File: src/rtl/ref_switch_pkg.sv
package ref_switch_pkg;
  localparam int PRIO_W = 3;
  typedef logic [PRIO_W-1:0] prio_t;

  // Phase master: priority value strictly below the threshold.
  function automatic logic is_phase_master(input prio_t prio, input prio_t thr);
    return prio < thr;
  endfunction

  // Candidate a beats b when its value is strictly lower.
  function automatic logic prio_beats(input prio_t a, input prio_t b);
    return a < b;
  endfunction
endpackage

File: src/rtl/ref_profile_regs.sv
module ref_profile_regs
  import ref_switch_pkg::*;
#(
  parameter int NUM_REF = 4,
  parameter int IDX_W   = 2
) (
  input  logic             clk,
  input  logic             rst_n,
  input  logic             prio_we,
  input  logic [IDX_W-1:0] prio_widx,
  input  prio_t            prio_wdata,
  input  logic             thr_we,
  input  prio_t            thr_wdata,
  output prio_t            prio_q [NUM_REF],
  output prio_t            thr_q
);
  for (genvar g = 0; g < NUM_REF; g++) begin : g_prof
    logic hit;
    assign hit = prio_we && (prio_widx == IDX_W'(g));
    always_ff @(posedge clk or negedge rst_n) begin
      if (!rst_n)   prio_q[g] <= '0;
      else if (hit) prio_q[g] <= prio_wdata;
    end
  end

  always_ff @(posedge clk or negedge rst_n) begin
    if (!rst_n)      thr_q <= '0;
    else if (thr_we) thr_q <= thr_wdata;
  end

  AST_THR_WRITE: assert property (@(posedge clk) disable iff (!rst_n)
    thr_we |=> (thr_q == $past(thr_wdata)));
  AST_THR_HOLD: assert property (@(posedge clk) disable iff (!rst_n)
    !thr_we |=> $stable(thr_q));
endmodule

File: src/rtl/ref_arbiter.sv
module ref_arbiter
  import ref_switch_pkg::*;
#(
  parameter int NUM_REF = 4,
  parameter int IDX_W   = 2
) (
  input  logic [NUM_REF-1:0] ref_valid,
  input  prio_t              prio_q [NUM_REF],
  output logic [IDX_W-1:0]   win_idx,
  output prio_t              win_prio,
  output logic               win_found
);
  // Scan upward: strict compare keeps the lowest index on ties.
  always_comb begin
    win_idx   = '0;
    win_prio  = '0;
    win_found = 1'b0;
    for (int i = 0; i < NUM_REF; i++) begin
      if (ref_valid[i] && (!win_found || prio_beats(prio_q[i], win_prio))) begin
        win_idx   = IDX_W'(i);
        win_prio  = prio_q[i];
        win_found = 1'b1;
      end
    end
  end
endmodule

File: src/rtl/ref_switch_seq.sv
module ref_switch_seq
  import ref_switch_pkg::*;
#(
  parameter int NUM_REF = 4,
  parameter int IDX_W   = 2
) (
  input  logic               clk,
  input  logic               rst_n,
  input  logic [NUM_REF-1:0] ref_valid,
  input  logic               switch_req,
  input  prio_t              prio_q [NUM_REF],
  input  prio_t              thr_q,
  input  logic [IDX_W-1:0]   win_idx,
  input  prio_t              win_prio,
  input  logic               win_found,
  output logic [IDX_W-1:0]   sel_q,
  output logic               hold_q,
  output logic               switch_q,
  output logic               buildout_q,
  output logic               switch_evt,
  output logic               buildout_evt
);
  logic cur_valid, lost_evt, better_evt, forced_evt, acquire_evt, enter_hold;

  assign cur_valid    = ref_valid[sel_q];
  assign lost_evt     = !hold_q && !cur_valid;
  assign better_evt   = !hold_q && cur_valid && win_found &&
                        prio_beats(win_prio, prio_q[sel_q]);
  assign forced_evt   = switch_req && win_found && (hold_q || (win_idx != sel_q));
  assign acquire_evt  = hold_q && win_found;
  assign switch_evt   = win_found && (lost_evt || better_evt || forced_evt || acquire_evt);
  assign enter_hold   = lost_evt && !win_found;
  assign buildout_evt = switch_evt && !is_phase_master(win_prio, thr_q);

  always_ff @(posedge clk or negedge rst_n) begin
    if (!rst_n) begin
      sel_q      <= '0;
      hold_q     <= 1'b1;
      switch_q   <= 1'b0;
      buildout_q <= 1'b0;
    end else begin
      switch_q   <= switch_evt;
      buildout_q <= buildout_evt;
      if (switch_evt) begin
        sel_q  <= win_idx;
        hold_q <= 1'b0;
      end else if (enter_hold) begin
        hold_q <= 1'b1;
      end
    end
  end

  AST_LOST_ACTS: assert property (@(posedge clk) disable iff (!rst_n)
    (!hold_q && !ref_valid[sel_q]) |=> (switch_q || hold_q));
  AST_HOLD_KEEPS_SEL: assert property (@(posedge clk) disable iff (!rst_n)
    (hold_q && !(|ref_valid)) |=> (hold_q && $stable(sel_q)));
  AST_BUILDOUT_IN_SWITCH: assert property (@(posedge clk) disable iff (!rst_n)
    buildout_q |-> switch_q);
  AST_ZERO_THR_BUILDOUT: assert property (@(posedge clk) disable iff (!rst_n)
    (switch_evt && thr_q == '0) |=> buildout_q);
  AST_NO_SWITCH_STABLE: assert property (@(posedge clk) disable iff (!rst_n)
    !switch_evt |=> $stable(sel_q));
endmodule

File: src/rtl/phase_offset_unit.sv
module phase_offset_unit #(
  parameter int PHASE_W = 16
) (
  input  logic               clk,
  input  logic               rst_n,
  input  logic               switch_evt,
  input  logic               buildout_evt,
  input  logic [PHASE_W-1:0] phase_err_in,
  output logic [PHASE_W-1:0] phase_offset,
  output logic [PHASE_W-1:0] phase_err_out
);
  function automatic logic [PHASE_W-1:0] remove_offset(
    input logic [PHASE_W-1:0] raw, input logic [PHASE_W-1:0] off);
    return raw - off;
  endfunction

  always_ff @(posedge clk or negedge rst_n) begin
    if (!rst_n)            phase_offset <= '0;
    else if (buildout_evt) phase_offset <= phase_err_in;
    else if (switch_evt)   phase_offset <= '0;
  end

  assign phase_err_out = remove_offset(phase_err_in, phase_offset);

  AST_OFFSET_CAPTURE: assert property (@(posedge clk) disable iff (!rst_n)
    buildout_evt |=> (phase_offset == $past(phase_err_in)));
  AST_OFFSET_CLEAR: assert property (@(posedge clk) disable iff (!rst_n)
    (switch_evt && !buildout_evt) |=> (phase_offset == '0));
  AST_OFFSET_HOLD: assert property (@(posedge clk) disable iff (!rst_n)
    !switch_evt |=> $stable(phase_offset));
endmodule

File: src/rtl/ref_switch_ctrl.sv
module ref_switch_ctrl
  import ref_switch_pkg::*;
#(
  parameter int NUM_REF = 4,
  parameter int PHASE_W = 16,
  localparam int IDX_W  = (NUM_REF > 1) ? $clog2(NUM_REF) : 1
) (
  input  logic               clk,
  input  logic               rst_n,
  input  logic [NUM_REF-1:0] ref_valid,
  input  logic               switch_req,
  input  logic               prio_we,
  input  logic [IDX_W-1:0]   prio_widx,
  input  logic [PRIO_W-1:0]  prio_wdata,
  input  logic               thr_we,
  input  logic [PRIO_W-1:0]  thr_wdata,
  input  logic [PHASE_W-1:0] phase_err_in,
  output logic [IDX_W-1:0]   sel_ref,
  output logic               holdover,
  output logic               switch_pulse,
  output logic               buildout_pulse,
  output logic [PHASE_W-1:0] phase_offset,
  output logic [PHASE_W-1:0] phase_err_out
);
  prio_t            prio_q [NUM_REF];
  prio_t            thr_q;
  logic [IDX_W-1:0] win_idx;
  prio_t            win_prio;
  logic             win_found;
  logic             switch_evt, buildout_evt;

  ref_profile_regs #(.NUM_REF(NUM_REF), .IDX_W(IDX_W)) u_regs (
    .clk(clk), .rst_n(rst_n), .prio_we(prio_we), .prio_widx(prio_widx),
    .prio_wdata(prio_wdata), .thr_we(thr_we), .thr_wdata(thr_wdata),
    .prio_q(prio_q), .thr_q(thr_q));

  ref_arbiter #(.NUM_REF(NUM_REF), .IDX_W(IDX_W)) u_arb (
    .ref_valid(ref_valid), .prio_q(prio_q), .win_idx(win_idx),
    .win_prio(win_prio), .win_found(win_found));

  ref_switch_seq #(.NUM_REF(NUM_REF), .IDX_W(IDX_W)) u_seq (
    .clk(clk), .rst_n(rst_n), .ref_valid(ref_valid), .switch_req(switch_req),
    .prio_q(prio_q), .thr_q(thr_q), .win_idx(win_idx), .win_prio(win_prio),
    .win_found(win_found), .sel_q(sel_ref), .hold_q(holdover),
    .switch_q(switch_pulse), .buildout_q(buildout_pulse),
    .switch_evt(switch_evt), .buildout_evt(buildout_evt));

  phase_offset_unit #(.PHASE_W(PHASE_W)) u_off (
    .clk(clk), .rst_n(rst_n), .switch_evt(switch_evt),
    .buildout_evt(buildout_evt), .phase_err_in(phase_err_in),
    .phase_offset(phase_offset), .phase_err_out(phase_err_out));

  AST_WINNER_VALID: assert property (@(posedge clk) disable iff (!rst_n)
    win_found |-> ref_valid[win_idx]);
  AST_SWITCH_TO_VALID: assert property (@(posedge clk) disable iff (!rst_n)
    switch_pulse |-> $past(ref_valid[win_idx]));
endmodule

File: config.mk
export PLATFORM = sky130hd
export DESIGN_NAME = ref_switch_ctrl
export DESIGN_NICKNAME = d
export VERILOG_FILES = /design/src/rtl/ref_switch_pkg.sv /design/src/rtl/ref_profile_regs.sv /design/src/rtl/ref_arbiter.sv /design/src/rtl/ref_switch_seq.sv /design/src/rtl/phase_offset_unit.sv /design/src/rtl/ref_switch_ctrl.sv
export SDC_FILE = /design/constraint.sdc
export NUM_CORES = 1
export LEC_CHECK = 0
export BUFFER_PORTS_ARGS = -buffer_cell sky130_fd_sc_hd__buf_4
export CAP_MARGIN = 5
export CORE_AREA = 2 2 76 78
export CTS_CLUSTER_SIZE = 8
export DETAILED_ROUTE_END_ITERATION = 10
export DIE_AREA = 0 0 78 80
export PLACE_DENSITY = 0.9
export REMOVE_ABC_BUFFERS = 1
export SLEW_MARGIN = 20
export SYNTH_ARGS = -nofsm -noshare
export SYNTH_HDL_FRONTEND = slang
export SYNTH_SLANG_ARGS = --single-unit
File: constraint.sdc
create_clock -name clk -period 6.2 [get_ports clk]
set_input_delay 0.62 -clock clk [delete_from_list [all_inputs] [get_ports clk]]
set_output_delay 0.62 -clock clk [all_outputs]
set_load 0.03 [all_outputs]
---- Word-level counts from Yosys, hierarchy flattened ----
Index checks and enable logic that the tools add are counted.
storage, ports and cells
  register bits ........................... 36
  output and inout bits ................... 37
  bits of input ports ..................... 33
  word-level logic and storage cells ...... 77
cells by class
  bitwise logic cells ..................... 1
  order comparisons ....................... 7
  $add $sub $neg .......................... 1
  reduce and logical (&&, ||, !) cells .... 34
  multiplexer cells ....................... 20
  eq/ne operators ......................... 4
operators by type and width
  kind                                                                          count
  16-bit two-way mux                                                            2
  3-bit two-way mux                                                             6
  1-bit logical AND                                                             17
  16-bit subtractor                                                             1
  3-bit less-than comparator                                                    5
  1-bit two-way mux                                                             8
  1-bit zero test                                                               7
  1-bit logical OR                                                              7
  3-bit binary-select mux with 2-bit select                                     1
  2-bit == test, second input constant                                          2
  2-bit two-way mux                                                             2
  2-bit nonzero test                                                            2
  3-bit greater-or-equal comparator, second input constant                      1
  2-bit by 3-bit less-than comparator with 1-bit output, second input constant  1
  2-bit inverter with 3-bit output                                              1
  1-bit binary-select mux with 2-bit select                                     1
  2-bit by 1-bit == test with 1-bit output, second input constant               1
  2-bit zero test                                                               1
  2-bit inequality test                                                         1

---- Depth between registers and ports, before layout ----
  depth in word-level cells ............... 21
  mapped depth ............................ 29
  mapped depth without buffers ............ 27

---- Hierarchy ----
A second synthesis with hierarchy kept.
unflattened totals
  cells, all modules ...................... 317
  area total of the unflattened synthesis .. 2,947.8 sq um
modules (own cells, without submodules)
  module             cells each  instances  sequential area each (sq um)  area an instance (sq um)
  phase_offset_unit  184         1          400.4                         1,460.2
  ref_profile_regs   34          1          375.4                         583.1
  ref_arbiter        61          1          0.0                           459.2
  ref_switch_seq     38          1          126.4                         445.4

---- Worst setup path before layout ----
No wires, ideal clock.
  kind .................................... input to register
  from .................................... in ref_valid[0]
  to ...................................... reg u_seq.sel_q[0]
  buffers on the path ..................... 2
  stages on the path ...................... 29
  path slack .............................. 891 ps
  required time ........................... 6,075 ps
  arrival ................................. 5,184 ps
  setup time .............................. 125 ps
  cells stage by stage .................... buf_4 nand2_1 ha_1 o21a_1 a21oi_1 o21ai_1 nand3_1 o21ai_0 inv_1 ha_1 a21oi_1 o21ai_2 o21ai_0 mux2i_1 ha_1 a21o_1 nor2_1 nand2_1 a21oi_1 nor2_1 mux2i_1 ha_1 nor2_1 nand2_1 a21oi_1 nor4_1 o22ai_2 buf_6 mux2_4
between the ends
  longest elaborated chain between the ends .. 19
  elaborated cells between the ends (all ways) .. 40
  classes of those cells .................. order compare (4); eq/ne (1); mux (13); reduce/logical (22)
ends and longest elaborated chain
  item                                                           RTL line                                    RTL
  from (decl)                                                    ref_switch_ctrl.sv:10                       input logic [NUM_REF-1:0] ref_valid,
  3-bit two-way mux or 1-bit two-way mux (tied branches)         ref_arbiter.sv:19                           if (ref_valid[i] && (!win_found || prio_beats(prio_q[i], win_prio))) begin
  3-bit less-than comparator or 1-bit zero test (tied branches)  ref_switch_pkg.sv:12, ref_arbiter.sv:19
  1-bit logical OR                                               ref_arbiter.sv:19
  1-bit logical AND                                              ref_arbiter.sv:19
  3-bit two-way mux or 1-bit two-way mux (tied branches)         ref_arbiter.sv:19
  3-bit less-than comparator or 1-bit zero test (tied branches)  ref_switch_pkg.sv:12, ref_arbiter.sv:19
  1-bit logical OR                                               ref_arbiter.sv:19
  1-bit logical AND                                              ref_arbiter.sv:19
  (+2 left out)                                                  -
  1-bit logical OR                                               ref_arbiter.sv:19
  1-bit logical AND                                              ref_arbiter.sv:19
  3-bit two-way mux, or another cell as far along                ref_arbiter.sv:19
  3-bit less-than comparator, or another cell as far along       ref_switch_pkg.sv:12                        return a < b;
  1-bit logical AND or 1-bit logical OR (tied branches)          ref_switch_seq.sv:27, ref_switch_seq.sv:29
  1-bit logical OR or 1-bit logical AND (tied branches)          ref_switch_seq.sv:31, ref_switch_seq.sv:29
  1-bit logical OR (2 in series)                                 ref_switch_seq.sv:31                        assign switch_evt = win_found && (lost_evt || better_evt || forced_evt || acquire_evt);
  1-bit logical AND                                              ref_switch_seq.sv:31
  to (signal assigned)                                           ref_switch_seq.sv:45                        sel_q <= win_idx;
  to (decl)                                                      ref_switch_seq.sv:16                        output logic [IDX_W-1:0] sel_q,
Parallel ways exist; a longest one is shown, timed or not. The select of a mux whose other input is x is not followed.
A chain may end at the register's enable or synchronous reset.

---- Final worst setup path ----
  from .................................... in ref_valid[0]
  to ...................................... reg u_off.phase_offset[13]
between the ends
  longest elaborated chain between the ends .. 21
  elaborated cells between the ends (all ways) .. 45
  classes of those cells .................. order compare (5); eq/ne (1); mux (14); reduce/logical (25)
ends and longest elaborated chain
  item                                                           RTL line                                    RTL
  3-bit two-way mux or 1-bit two-way mux (tied branches)         ref_arbiter.sv:19
  3-bit less-than comparator or 1-bit zero test (tied branches)  ref_switch_pkg.sv:12, ref_arbiter.sv:19
  1-bit logical OR                                               ref_arbiter.sv:19
  1-bit logical AND                                              ref_arbiter.sv:19
  3-bit two-way mux or 1-bit two-way mux (tied branches)         ref_arbiter.sv:19
  3-bit less-than comparator or 1-bit zero test (tied branches)  ref_switch_pkg.sv:12, ref_arbiter.sv:19
  1-bit logical OR                                               ref_arbiter.sv:19
  1-bit logical AND                                              ref_arbiter.sv:19
  (+4 left out)                                                  -
  3-bit two-way mux, or another cell as far along                ref_arbiter.sv:19
  3-bit less-than comparator, or another cell as far along       ref_switch_pkg.sv:12
  1-bit logical AND or 1-bit logical OR (tied branches)          ref_switch_seq.sv:27, ref_switch_seq.sv:29
  1-bit logical OR or 1-bit logical AND (tied branches)          ref_switch_seq.sv:31, ref_switch_seq.sv:29
  1-bit logical OR (2 in series)                                 ref_switch_seq.sv:31
  1-bit logical AND                                              ref_switch_seq.sv:31
  1-bit logical AND                                              ref_switch_seq.sv:33                        assign buildout_evt = switch_evt && !is_phase_master(win_prio, thr_q);
  16-bit two-way mux or 2-bit nonzero test (tied branches)       -
  to (signal assigned)                                           phase_offset_unit.sv:19                     else if (buildout_evt) phase_offset <= phase_err_in;
  to (decl)                                                      phase_offset_unit.sv:9                      output logic [PHASE_W-1:0] phase_offset,
Parallel ways exist; a longest one is shown, timed or not. The select of a mux whose other input is x is not followed.

==> run summary <==
Status = completed
Hpwl dp = 5.089 mm
Top-area cell type share of the netlist area = 30.81%
Synth area leaders = dfrtp_1 31%, ha_1 11%, mux2i_1 7.0%, mux2_2 5.1%, inv_1 4.8%
Placed cells = 440
Pwr Density = 500.2 nW/µm²
Fraction of registers with async set/reset = 100.0%
Clock Pin Slew Worst Setup and Hold Paths = 0.07 ns
Final period utilization = 91.46%
Die Width = 78 µm
Final WL = 6.380 mm
Global Route met1 Usage = 27.96%
Highest Clock Rate = 176.3 MHz
Combinational share of power = 69.2%
DRC viols = 0
Layout cells sized above 1 = 28.19%
Fin crit period = 5.671 ns
Total gr overflow = 0
Crit path launch type = primary input
Vias in the first global route = 2374
Critical Path Max Stage Delay = 0.49 ns
RSZ-0062 raised after global routing = no
Critical Path Fanout Max = 13
Initial antenna violation count = 0
Clock sink total = 36
Number of synthesized flops with an enable pin = 0
Sequential area share after synthesis = 31.73%
Nets = 434
CP arrival = 5.84 ns
Vias = 2467
Initial Util = 52.59%
Crit Path Class = primary input to register
Max_cap viols = 0
H-tree levels = 2
NetSw = 0.8579 mW
CTS tree = done
CTS buffer count = 5
Sequential Power Share = 21.5%
Number of port buffers = 69
Setup bufs post-CTS = 0
Max Root-Sink Buffers = 2
Synthesized instance count = 305
I/O pin cnt = 70
Area overhead of the layout relative to synthesis = 23.28%
Clock Power Share = 9.3%
Area of the mapped netlist = 2843 µm²
Final Max Tran Viols = 0
Cell internal pwr = 0.8951 mW
Mean area per synthesized cell = 9.320 µm²
Slew of the pin with the lowest slew margin = 0.9460 ns
Core region area = 5405 µm²
Worst path slowest cell = nor4_1
Max transition margin = 36.35%
Clock Latency Late Sink = 0.29 ns
Net Sw Frac = 48.94%
Most frequent cell after synthesis = inv_1
Final Setup Violations = 0
R2R setup slack = 0.59 ns
GRT busiest layer = met2
Die Span Y = 80 µm
Row count = 27
Hold_buf cts = 0
Post-CTS sizing = 0
Clk root buf = clkbuf_8
Antenna diode count = 0
Synth area leader = dfrtp_1
First-pass GRT wire length = 10.75 mm
Gpl congestion = 0.9679
Vias/cell = 5.507
Detail Route Antenna Nets = 0
CP Capture Type = register
Number of synthesized register bits = 36
Pre-antenna DRT Iters = 4
Die area = 6240 µm²
Total Neg Setup Slack = 0 ns
Largest net degree at the start of global routing = 37
Met2 usage = 36.55%
GRT Resource Usage Total = 21.47%
LEAKAGE = 1.749 nW
Drt wl/cell = 14.24 µm
Fin cells = 448
CP required = 6.37 ns
Hold Violations, Final = 0
Min-delay worst type = primary input to asynchronous set/reset pin
Yosys warnings = 0
1st-iter DRT viols = 137
Top_reg_cell synth = dfrtp_1
Post-synthesis cell type count = 57
Synth cell count leaders = 36 x inv_1, 35 x dfrtp_1, 29 x nand2_1, 25 x ha_1, 20 x mux2i_1
Grt met3 use = 3.394%
Clock Skew = 0.005775 ns
VDD IR max = 0.3153 mV
==> per-stage QoR <==
stage	worst slack [ns]	util (%)	cell area (µm²)	power (mW)	hold slack [ns]
3_3_place_gp	0.2809	63.01	3406	1.553	0.4961
6_report	0.5294	64.84	3505	1.753	0.2707
3_5_place_dp	-0.009787	63.01	3406	1.580	0.4950
2_1_floorplan	0.6369	-	2790	1.219	0.3244
5_1_grt	0.1069	64.84	3505	1.881	0.2943
4_1_cts	0.2815	64.63	3493	1.754	0.2847
==> layer usage <==
| layer | vias up | wire (µm) |
|---|---|---|
| met5 | - | 0 |
| met4 | 0 | 93 |
| met3 | 8 | 408 |
| met2 | 79 | 3094 |
| met1 | 1166 | 2784 |
| li1 | 1214 | - |
==> cell usage in the layout, fill, tap and decap left out, drive strengths merged, types with 2 or more instances in the layout <==
master | synthesis | final
buf | 7 | 70
inv | 36 | 36
dfrtp | 35 | 35
nand2 | 29 | 29
ha | 25 | 25
mux2i | 20 | 20
nor2 | 19 | 19
o21ai | 17 | 17
mux2 | 15 | 15
a21oi | 12 | 12
xnor2 | 12 | 12
nor3 | 10 | 10
nand3 | 8 | 8
o21a | 6 | 6
nor2b | 5 | 5
clkbuf | 0 | 5
mux4 | 4 | 4
nand2b | 3 | 3
a21boi | 3 | 3
clkinv | 0 | 3
o31ai | 2 | 2
and2 | 2 | 2
or3 | 2 | 2
o2111ai | 2 | 2
a21o | 2 | 2
nor4 | 2 | 2
nand3b | 2 | 2
o22ai | 2 | 2
==> cell families after synthesis <==
| logic type | synth area share, % |
|---|---|
| mux | 16.42 |
| fa+ha+maj | 11.71 |
| buf+inv | 6.602 |
| simple gates | 15.45 |
| xor+xnor | 4.005 |
| flops | 31.73 |
| compound gates | 14.09 |
==> state kept, by name (all words and copies together) (netlist names) <==
register            flops
u_seq.sel_q             2
u_seq.switch_q          1
u_off.phase_offset     16
u_regs.thr_q            3
u_regs.prio_q          12
u_seq.hold_q            1
u_seq.buildout_q        1
==> power by group through the flow <==
stage | Sequential [mW] | Clock (mW) | Combinational, mW
finish | 0.376 | 0.164 | 1.21
floorplan | 0.456 | 0 | 0.763
detailed placement | 0.376 | 0 | 1.20
CTS | 0.375 | 0.168 | 1.21
global route | 0.386 | 0.180 | 1.32
global placement | 0.377 | 0 | 1.18
==> worst paths after layout <==
path                                          startpoint                                  to  cells after the start
setup / recovery                            ref_valid[0]  u_off.phase_offset[13]$_DFFE_PN0P_                     29
hold / removal                                     rst_n   u_off.phase_offset[4]$_DFFE_PN0P_                      1
setup reg to reg           u_regs.prio_q[10]$_DFFE_PN0P_  u_off.phase_offset[13]$_DFFE_PN0P_                     28
hold reg to reg              u_regs.thr_q[0]$_DFFE_PN0P_         u_regs.thr_q[0]$_DFFE_PN0P_                      1
max in group asynchronous                          rst_n            u_seq.hold_q$_DFFE_PN1P_                      1
min in group clk             u_regs.thr_q[0]$_DFFE_PN0P_         u_regs.thr_q[0]$_DFFE_PN0P_                      1
==> worst max-delay path: cells and delay by family <==
family | cells | cell delay [ns]
multiplexers | 3 | 0.64
buffers and inverters | 3 | 0.50
AO/OA/AOI/OAI | 11 | 1.86
adder cells (fa/ha/maj) | 4 | 1.10
AND/OR/NAND/NOR | 8 | 1.11
==> layout make-up <==
type,instances,area (µm²)
inverter,36,135.1
timing repair buffer,70,525.5
tap,72,90.09
sequential,36,902.1
clock inverter,3,18.77
clock buffer,5,68.82
multi-input combinational,226,1764
fill,439,1901
No activity file was read; power rests on OpenSTA's default activity.
